File: src/rtl/crc_sel_pkg.sv
package crc_sel_pkg;

   localparam int unsigned CRC_MAX_W = 32;

   typedef enum logic [1:0] {
      POLY_C12   = 2'd0,
      POLY_C16   = 2'd1,
      POLY_CCITT = 2'd2,
      POLY_C32   = 2'd3
   } crc_poly_e;

   // Generator coefficients below the leading term, bit i = coefficient of x^i.
   function automatic logic [CRC_MAX_W-1:0] poly_taps(input crc_poly_e s);
      logic [CRC_MAX_W-1:0] t;
      case (s)
         POLY_C12:   t = 32'h0000_080F;
         POLY_C16:   t = 32'h0000_8005;
         POLY_CCITT: t = 32'h0000_1021;
         default:    t = 32'h04C1_1DB7;
      endcase
      return t;
   endfunction

   function automatic int unsigned poly_degree(input crc_poly_e s);
      int unsigned d;
      case (s)
         POLY_C12:   d = 12;
         POLY_C16:   d = 16;
         POLY_CCITT: d = 16;
         default:    d = 32;
      endcase
      return d;
   endfunction

endpackage

File: src/rtl/crc_poly_table.sv
module crc_poly_table
   import crc_sel_pkg::*;
#(
   parameter int unsigned REG_W = 32,
   parameter int unsigned DEG_W = $clog2(REG_W + 1)
) (
   input  crc_poly_e        sel,
   output logic [REG_W-1:0] taps,
   output logic [REG_W-1:0] len_mask,
   output logic [REG_W-1:0] top_bit,
   output logic [DEG_W-1:0] degree
);

   if (REG_W < CRC_MAX_W) begin : g_width_bad
      $error("crc_poly_table: REG_W must hold the widest generator");
   end

   assign taps   = REG_W'(poly_taps(sel));
   assign degree = DEG_W'(poly_degree(sel));

   for (genvar i = 0; i < REG_W; i++) begin : g_lane
      assign len_mask[i] = (DEG_W'(i) < degree);
      assign top_bit[i]  = (DEG_W'(i + 1) == degree);
   end

endmodule

File: src/rtl/crc_rem_reg.sv
module crc_rem_reg #(
   parameter int unsigned REG_W = 32
) (
   input  logic             clk,
   input  logic             rst_n,
   input  logic             clr,
   input  logic             absorb,
   input  logic             drain,
   input  logic             din,
   input  logic [REG_W-1:0] taps,
   input  logic [REG_W-1:0] len_mask,
   input  logic [REG_W-1:0] top_bit,
   output logic [REG_W-1:0] rem_nxt,
   output logic             msb
);

   logic [REG_W-1:0] rem_q;
   logic [REG_W-1:0] base;
   logic             base_msb;
   logic             fb;

   assign base     = clr ? '0 : rem_q;
   assign base_msb = |(base & top_bit);
   assign fb       = absorb & (din ^ base_msb);

   for (genvar i = 0; i < REG_W; i++) begin : g_cell
      logic shifted;
      if (i == 0) begin : g_low
         assign shifted = 1'b0;
      end else begin : g_up
         assign shifted = base[i-1];
      end
      assign rem_nxt[i] = (shifted ^ (fb & taps[i])) & len_mask[i];
   end

   always_ff @(posedge clk or negedge rst_n) begin
      if (!rst_n) begin
         rem_q <= '0;
      end else if (clr || absorb || drain) begin
         rem_q <= rem_nxt;
      end
   end

   assign msb = |(rem_q & top_bit);

endmodule

File: src/rtl/crc_seq_ctrl.sv
module crc_seq_ctrl
   import crc_sel_pkg::*;
#(
   parameter int unsigned DEG_W = 6
) (
   input  logic             clk,
   input  logic             rst_n,
   input  logic             sof,
   input  logic             bit_valid,
   input  logic             eom,
   input  logic             mode_in,
   input  crc_poly_e        sel_in,
   input  logic [DEG_W-1:0] degree,
   output crc_poly_e        sel_eff,
   output logic             check_q,
   output logic             clr,
   output logic             absorb,
   output logic             drain,
   output logic             err_upd,
   output logic             fcs_valid
);

   typedef enum logic [1:0] {ST_IDLE, ST_BODY, ST_DRAIN} seq_state_e;

   seq_state_e       state_q, state_d;
   crc_poly_e        sel_q;
   logic [DEG_W-1:0] cnt_q, cnt_d;
   logic             check_eff;
   logic             last;

   assign sel_eff   = sof ? sel_in : sel_q;
   assign check_eff = sof ? mode_in : check_q;
   assign clr       = sof;
   assign absorb    = bit_valid && (sof || state_q == ST_BODY);
   assign drain     = (state_q == ST_DRAIN) && !sof;
   assign fcs_valid = (state_q == ST_DRAIN);
   assign last      = absorb && eom;
   assign err_upd   = last && check_eff;

   always_comb begin
      state_d = state_q;
      cnt_d   = cnt_q;
      if (last) begin
         state_d = check_eff ? ST_IDLE : ST_DRAIN;
         cnt_d   = '0;
      end else if (sof) begin
         state_d = ST_BODY;
      end else if (state_q == ST_DRAIN) begin
         cnt_d = cnt_q + DEG_W'(1);
         if (cnt_q == degree - DEG_W'(1)) begin
            state_d = ST_IDLE;
         end
      end
   end

   always_ff @(posedge clk or negedge rst_n) begin
      if (!rst_n) begin
         state_q <= ST_IDLE;
         cnt_q   <= '0;
         sel_q   <= POLY_C12;
         check_q <= 1'b0;
      end else begin
         state_q <= state_d;
         cnt_q   <= cnt_d;
         if (sof) begin
            sel_q   <= sel_in;
            check_q <= mode_in;
         end
      end
   end

endmodule

File: src/rtl/crc_sel_engine.sv
module crc_sel_engine
   import crc_sel_pkg::*;
#(
   parameter int unsigned REG_W = 32
) (
   input  logic       clk,
   input  logic       rst_n,
   input  logic       sof,
   input  logic       bit_valid,
   input  logic       bit_in,
   input  logic       eom,
   input  logic       check_mode,
   input  logic [1:0] poly_sel,
   output logic       fcs_bit,
   output logic       fcs_valid,
   output logic       crc_err
);

   localparam int unsigned DEG_W = $clog2(REG_W + 1);

   crc_poly_e        sel_eff;
   logic [REG_W-1:0] taps, len_mask, top_bit, rem_nxt;
   logic [DEG_W-1:0] degree;
   logic             check_q, clr, absorb, drain, err_upd, msb;

   crc_seq_ctrl #(.DEG_W(DEG_W)) u_ctrl (
      .clk       (clk),
      .rst_n     (rst_n),
      .sof       (sof),
      .bit_valid (bit_valid),
      .eom       (eom),
      .mode_in   (check_mode),
      .sel_in    (crc_poly_e'(poly_sel)),
      .degree    (degree),
      .sel_eff   (sel_eff),
      .check_q   (check_q),
      .clr       (clr),
      .absorb    (absorb),
      .drain     (drain),
      .err_upd   (err_upd),
      .fcs_valid (fcs_valid)
   );

   crc_poly_table #(.REG_W(REG_W), .DEG_W(DEG_W)) u_table (
      .sel      (sel_eff),
      .taps     (taps),
      .len_mask (len_mask),
      .top_bit  (top_bit),
      .degree   (degree)
   );

   crc_rem_reg #(.REG_W(REG_W)) u_rem (
      .clk      (clk),
      .rst_n    (rst_n),
      .clr      (clr),
      .absorb   (absorb),
      .drain    (drain),
      .din      (bit_in),
      .taps     (taps),
      .len_mask (len_mask),
      .top_bit  (top_bit),
      .rem_nxt  (rem_nxt),
      .msb      (msb)
   );

   always_ff @(posedge clk or negedge rst_n) begin
      if (!rst_n) begin
         crc_err <= 1'b0;
      end else if (err_upd) begin
         crc_err <= |rem_nxt;
      end else if (sof) begin
         crc_err <= 1'b0;
      end
   end

   assign fcs_bit = fcs_valid & msb;

endmodule

File: config.mk
export PLATFORM = sky130hd
export DESIGN_NAME = crc_sel_engine
export DESIGN_NICKNAME = d
export VERILOG_FILES = /design/src/rtl/crc_sel_pkg.sv /design/src/rtl/crc_poly_table.sv /design/src/rtl/crc_rem_reg.sv /design/src/rtl/crc_seq_ctrl.sv /design/src/rtl/crc_sel_engine.sv
export SDC_FILE = /design/constraint.sdc
export NUM_CORES = 1
export LEC_CHECK = 0
export BUFFER_PORTS_ARGS = -buffer_cell sky130_fd_sc_hd__buf_2
export CAP_MARGIN = 0
export CORE_UTILIZATION = 66
export CTS_CLUSTER_DIAMETER = 30
export DETAILED_ROUTE_END_ITERATION = 8
export PLACE_DENSITY = 0.82
export SLEW_MARGIN = 20
export SYNTH_ARGS = -nofsm -noshare
export SYNTH_HDL_FRONTEND = slang
export SYNTH_SLANG_ARGS = --single-unit
File: constraint.sdc
create_clock -name clk -period 4.2 [get_ports clk]
set_input_delay 0.42 -clock clk [delete_from_list [all_inputs] [get_ports clk]]
set_output_delay 0.42 -clock clk [all_outputs]
set_load 0.02 [all_outputs]
Word level (Yosys, flattened, before mapping)
Cells that the tools add are included.
{ "word_totals": {"inputBits": 9, "reg_bits": 44, "elab_cells": 212, "out_inout_bits": 3} }
{ "classes": {"n_reduce_logical": 19, "bitwise": 100, "addsub": 2, "n_eq_ne": 38, "magnitude_cmp": 32, "n_mux": 15} }
{ "op_table": {"columns": ["op", "count"], "rows": [
  ["5-bit by 6-bit == test with 1-bit output (first input constant)", 16],
  ["5-bit by 6-bit less-than comparator with 1-bit output (first input constant)", 16],
  ["32-bit OR reduction", 3],
  ["27-bit one-hot mux with 3 select lines", 1],
  ["32-bit AND", 2],
  ["1-bit AND", 61],
  ["4-bit by 6-bit == test with 1-bit output (first input constant)", 8],
  ["4-bit by 6-bit less-than comparator with 1-bit output (first input constant)", 8],
  ["32-bit 2-to-1 mux", 1],
  ["1-bit XOR", 32],
  ["3-bit by 6-bit == test with 1-bit output (first input constant)", 4],
  ["3-bit by 6-bit less-than comparator with 1-bit output (first input constant)", 4],
  ["6-bit 2-to-1 mux", 3],
  ["2-bit by 6-bit == test with 1-bit output (first input constant)", 2],
  ["1-bit by 6-bit less-than comparator with 1-bit output (first input constant)", 2],
  ["2-bit by 6-bit less-than comparator with 1-bit output (first input constant)", 2],
  ["2-bit 2-to-1 mux", 6],
  ["6-bit one-hot mux with 2 select lines", 1],
  ["6-bit by 1-bit adder with 6-bit output (second input constant)", 1],
  ["1-bit by 6-bit == test with 1-bit output (first input constant)", 1],
  ["6-bit == test", 1],
  ["6-bit == test (first input constant)", 1],
  ["3-bit nonzero test", 2],
  ["6-bit by 1-bit subtractor with 6-bit output (second input constant)", 1],
  ["other kinds (12)", 27]
]} }

Logic depth before layout (Yosys ltp)
{ "logic_depth": {"word_depth": 14, "mapped_depth": 14, "depth_no_buf": 10} }

Cells and area by module
A second synthesis with hierarchy kept.
{ "hier_totals": {"cells_unflattened": 704, "hier_area_um2": 5413.9} }
{ "modules_own_cells": {"columns": ["mod", "n_inst", "area_each_um2", "cells_per_inst", "seq_area_each_um2"], "rows": [
  ["crc_rem_reg", 1, 3791.1, 510, 800.8],
  ["crc_poly_table", 1, 810.8, 108, 0.0],
  ["crc_seq_ctrl", 1, 693.2, 70, 275.3],
  ["crc_sel_engine", 1, 118.9, 16, 25.0]
]} }

Worst setup path before layout
Ideal clock, no wire load.
{ "synth_path": {"kind": "in2reg", "from": "input port sof", "to": "register crc_err", "path_slack_ns": 1.082, "path_stages": 14, "t_arrival_ns": 2.978, "n_path_buf": 4, "setup_ns": 0.140, "required_ns": 4.060, "path_cell_list": "buf_4 -> buf_2 -> buf_2 -> mux2i_1 -> inv_1 -> ha_1 -> a22oi_2 -> o211a_4 -> buf_6 -> nor2_1 -> a311oi_1 -> o21ai_1 -> a221oi_2 -> a41oi_2"} }
{ "synth_between": {"elab_chain_cells": 14, "word_cells_on_any_way": 179, "classes_between": "order compare: 32; eq/ne: 34; mux: 6; bitwise: 98; reduce/logical: 9"} }
{ "synth_lines": {"columns": ["element", "line", "source"], "rows": [
  ["from (decl)", "crc_sel_engine.sv:8", "input logic sof,"],
  ["2-bit 2-to-1 mux *", null, null],
  ["via sel_eff[0]", "crc_sel_engine.sv:21", "crc_poly_e sel_eff;"],
  ["2-bit by 1-bit == test with 1-bit output or 2-bit == test (tied branches)", "crc_sel_pkg.sv:15, crc_sel_pkg.sv:26", null],
  ["2-bit OR reduction (no source line)", null, null],
  ["6-bit one-hot mux with 2 select lines", "crc_sel_pkg.sv:26", "case (s)"],
  ["1-bit by 6-bit == test with 1-bit output (tied with other cells)", "crc_poly_table.sv:23", "assign top_bit[i] = (DEG_W'(i + 1) == degree);"],
  ["32-bit AND", "crc_rem_reg.sv:23", "assign base_msb = |(base & top_bit);"],
  ["32-bit OR reduction", "crc_rem_reg.sv:23", null],
  ["1-bit XOR", "crc_rem_reg.sv:24", "assign fb = absorb & (din ^ base_msb);"],
  ["1-bit AND", "crc_rem_reg.sv:24", null],
  ["1-bit AND", "crc_rem_reg.sv:33", "assign rem_nxt[i] = (shifted ^ (fb & taps[i])) & len_mask[i];"],
  ["1-bit XOR", "crc_rem_reg.sv:33", null],
  ["1-bit AND", "crc_rem_reg.sv:33", null],
  ["32-bit OR reduction *", "crc_sel_engine.sv:70", "crc_err <= |rem_nxt;"],
  ["1-bit 2-to-1 mux *", "crc_sel_engine.sv:69", "end else if (err_upd) begin"],
  ["to (signal assigned)", "crc_sel_engine.sv:70", null],
  ["to (decl)", "crc_sel_engine.sv:16", "output logic crc_err"]
]} }
The timed path passes the listed nets; every way through them passes the cells marked *.
A chain may end at the register's enable or synchronous reset.

Worst setup path after layout
{ "layout_path": {"from": "register u_ctrl.sel_q[1]", "to": "register crc_err"} }
{ "layout_between": {"elab_chain_cells": 14, "word_cells_on_any_way": 172, "classes_between": "order compare: 32; eq/ne: 34; mux: 4; bitwise: 98; reduce/logical: 4"} }
{ "layout_lines": {"columns": ["element", "line", "source"], "rows": [
  ["from (decl)", "crc_seq_ctrl.sv:26", "crc_poly_e sel_q;"],
  ["from (signal assigned)", "crc_seq_ctrl.sv:66", "sel_q <= sel_in;"],
  ["2-bit 2-to-1 mux *", null, null],
  ["via sel_eff[1]", "crc_sel_engine.sv:21", null],
  ["2-bit by 1-bit == test with 1-bit output or 2-bit == test (tied branches)", "crc_sel_pkg.sv:15, crc_sel_pkg.sv:26", null],
  ["2-bit OR reduction (no source line)", null, null],
  ["6-bit one-hot mux with 2 select lines", "crc_sel_pkg.sv:26", null],
  ["1-bit by 6-bit == test with 1-bit output (tied with other cells)", "crc_poly_table.sv:23", null],
  ["32-bit AND", "crc_rem_reg.sv:23", null],
  ["32-bit OR reduction", "crc_rem_reg.sv:23", null],
  ["1-bit XOR", "crc_rem_reg.sv:24", null],
  ["1-bit AND", "crc_rem_reg.sv:24", null],
  ["1-bit AND", "crc_rem_reg.sv:33", null],
  ["1-bit XOR", "crc_rem_reg.sv:33", null],
  ["1-bit AND", "crc_rem_reg.sv:33", null],
  ["32-bit OR reduction *", "crc_sel_engine.sv:70", null],
  ["1-bit 2-to-1 mux *", "crc_sel_engine.sv:69", null]
]} }
Marked as above.

==> reports/results.txt <==
Number of port buffers - 11
Number of nets in the layout - 328
Post-synthesis mux area share - 3.13%
Routability cong. - 0.968
Run status - finished clean
Classification of the worst-slack hold path - input port to asynchronous set/reset pin
Post-route setup TNS - 0 ns
Final-report hold violation count - 0
Leakage - 1.24 nW
Cells after synthesis - 309
Overall via count from detail_route - 2309
Chip height - 66.6 um
Synth Area in XOR/XNOR - 6.68%
Area growth from synthesis to layout - 5.59%
DRC marker count from the first detailed-route iteration - 189
Hold-fix buffer count after cts - 0
Number of synthesized flops with an enable pin - 0
Post-cts repair resize count - 0
Average wire per standard cell - 17.9 um
Fraction of layout instances using a drive strength above 1 - 13.8%
Synthesized net count - 325
Maximum number of pins on one net before global-route repair - 45
Mean Syn Cell Area - 8.92 um^2
Predominant post-synthesis flop cell - dfrtp_1
Clock buffer count from CTS - 5
CTS Sinks - 44
Crit path capture type - register
RSZ-0062 raised after global routing - no
Cell taking the most area after synthesis - dfrtp_1
Clk Tree Root Cell - clkbuf_8
Async S/R FF share, synth - 100%
Clock latency on the worst-skew pair - 0.30 ns
Number of detailed-routing iterations run before antenna repair - 5
Post-Place Setup Slack - 0.852 ns
Wire length after detailed routing - 6.47 mm
Final Max Slew Viols - 0
Worst Setup Start Kind - register
Final setup violation count - 0
Final Util - 72.7%
Vias per cell - 6.40
Number of violations of the max-capacitance limit - 0
Grt total ovfl - 0
GRT Util Overall - 31.3%
Initial Utilization - 68.9%
Clock transition at path regs - 0.08 ns
Clock Path Buffers - 2
Minimum clock period - 3.11 ns
Warnings from Yosys - 0
Commonest non-fill, non-tap cell in the layout - nand2_1
Cell area power density - 349 nW/um^2
Cell area after synthesis - 2760 um^2
Maximum fanout encountered on the critical timing path - 14
Dominant combinational cell family by area after synthesis - compound AO/OA/AOI/OAI gates
Top cells by area in the synthesized netlist - dfrtp_1 (40%), nand2_1 (7.1%), xnor2_1 (5.1%), o21ai_0 (4.9%), nor2_1 (3.3%)
Maximum achievable frequency - 322 MHz
Post-DP HPWL - 4.57 mm
Area share of the largest cell type after synthesis - 40.0%
First-pass GRT wire length - 10.1 mm
Fraction of the mapped netlist area in simple logic gates - 20.9%
Die area - 4440 um^2
Synth unique cells - 55
Initial antenna violation count - 0
Required @ worst endpoint - 4.42 ns
Signal arrival time at the worst endpoint - 3.33 ns
Post-route setup slack - 1.09 ns
Clock tree from TritonCTS - done
# DRC - 0
Share of the synthesized area in compound gates (AO/OA/AOI/OAI) - 21.6%
Filler instances - 309
Crit Path Category - register to register
Antenna Violating Nets Remaining - 0
Number of H-tree branching levels - 2
Number of buffers inserted by post-CTS setup repair - 0
Core Area - 4000 um^2
I/O pin count - 12
Largest clock skew in the final design - 0.00909 ns
Commonest cells after routing, fill and taps aside - nand2_1 (52), dfrtp_1 (44), o21ai_0 (27), nor2_1 (24), xnor2_1 (16)
Relative slew margins - 51.8%
Transition time at the pin with the least slew margin - 0.713 ns
Period Utilization, post-route - 74.0%
Chip Width - 66.6 um
Via count of the first global-routing pass - 2035
Placement Rows - 23
Peak VDD IR - 0.000249 V
Part of the Yosys area used for sequential elements - 40.0%
Post-synthesis register bit count - 44
Diode count - 0
Synth Area in Adders - 3.18%
## critical path, cell delays in order (launching register included)
cell and delay (ns):
dfrtp_1 0.44, mux2_2 0.36, inv_1 0.17, ha_1 0.37, inv_2 0.10, o211a_4 0.34, nor4_1 0.25, a21oi_1 0.06
o311ai_0 0.61, a211oi_1 0.12, a41oi_2 0.21
## path summary, 6_finish.rpt
check,cells past startpoint,to,from,slack (ns)
setup reg to reg,10,crc_err,u_ctrl.sel_q[1],1.09
hold reg to reg,2,u_rem.rem_q[29],u_rem.rem_q[29],0.52
hold / removal,1,u_rem.rem_q[10],rst_n,0.1
setup / recovery,10,crc_err,u_ctrl.sel_q[1],1.09
max in group asynchronous,1,u_rem.rem_q[14],rst_n,3.69
min in group clk,3,u_ctrl.state_q[1],eom,0.38
## synth_stat cells (all sizes together), types with 5 or more instances
library cell and n:
nand2 52, dfrtp 44, o21ai 30, nor2 24, xnor2 16, a21oi 11, nor2b 11, buf 10
nand3 9, clkbuf 8, inv 8, ha 7, nor3 7, a22o 6, nor4 6, o211ai 6
mux2 5, o31ai 5, xor2 5
## state kept, by name, summed over array words and instances, names as in the netlist
name	flops
u_ctrl.sel_q	2
u_ctrl.state_q	2
u_rem.rem_q	32
u_ctrl.check_q	1
u_ctrl.cnt_q	6
crc_err	1
## per-layer routing
layer / global-route usage, % / vias to the layer above / share of wire (%)
li1: - / 1092 / -
met1: 43.3 / 1099 / 47
met2: 49.0 / 97 / 46
met3: 4.79 / 21 / 4.6
met4: 12.5 / 0 / 2.5
met5: 0 / - / 0
## cell type report
| class | instances | area (um^2) | share of cell area [%] |
|---|---|---|---|
| clock inverters | 1 | 30.0 | 1.03 |
| multi-input cells | 239 | 1540 | 52.8 |
| flip-flops and latches | 44 | 1100 | 37.8 |
| repair buffers | 14 | 80.1 | 2.75 |
| inverters | 8 | 30.0 | 1.03 |
| clock buffers | 5 | 68.8 | 2.37 |
| well taps | 50 | 62.6 | 2.15 |
## per-stage QoR
step | instances | power (mW) | instance area, um^2 | hold slack (ns)
2_1_floorplan | 309 | 0.647 | 2760 | 0.124
3_3_place_gp | 355 | 0.707 | 2810 | 0.487
3_5_place_dp | 355 | 0.709 | 2810 | 0.504
4_1_cts | 361 | 1.01 | 2910 | 0.306
5_1_grt | 361 | 1.06 | 2910 | 0.147
6_report | 361 | 1.02 | 2910 | 0.0964
## where the power goes
group / switching [mW] / leakage, nW / internal, mW
Combinational: 0.144 / 0.591 / 0.0827
Clock: 0.139 / 0.0501 / 0.171
Sequential: 0.0304 / 0.596 / 0.449
## cell families (layout without fill, tap and decap cells)
family,after synthesis,after routing
XOR/XNOR,21,21
buffers and inverters,26,28
AO/OA/AOI/OAI,82,82
multiplexers,8,8
adder cells (fa/ha/maj),7,7
AND/OR/NAND/NOR,121,121
flip-flops,44,44
Power figures use the tool's default switching activity.
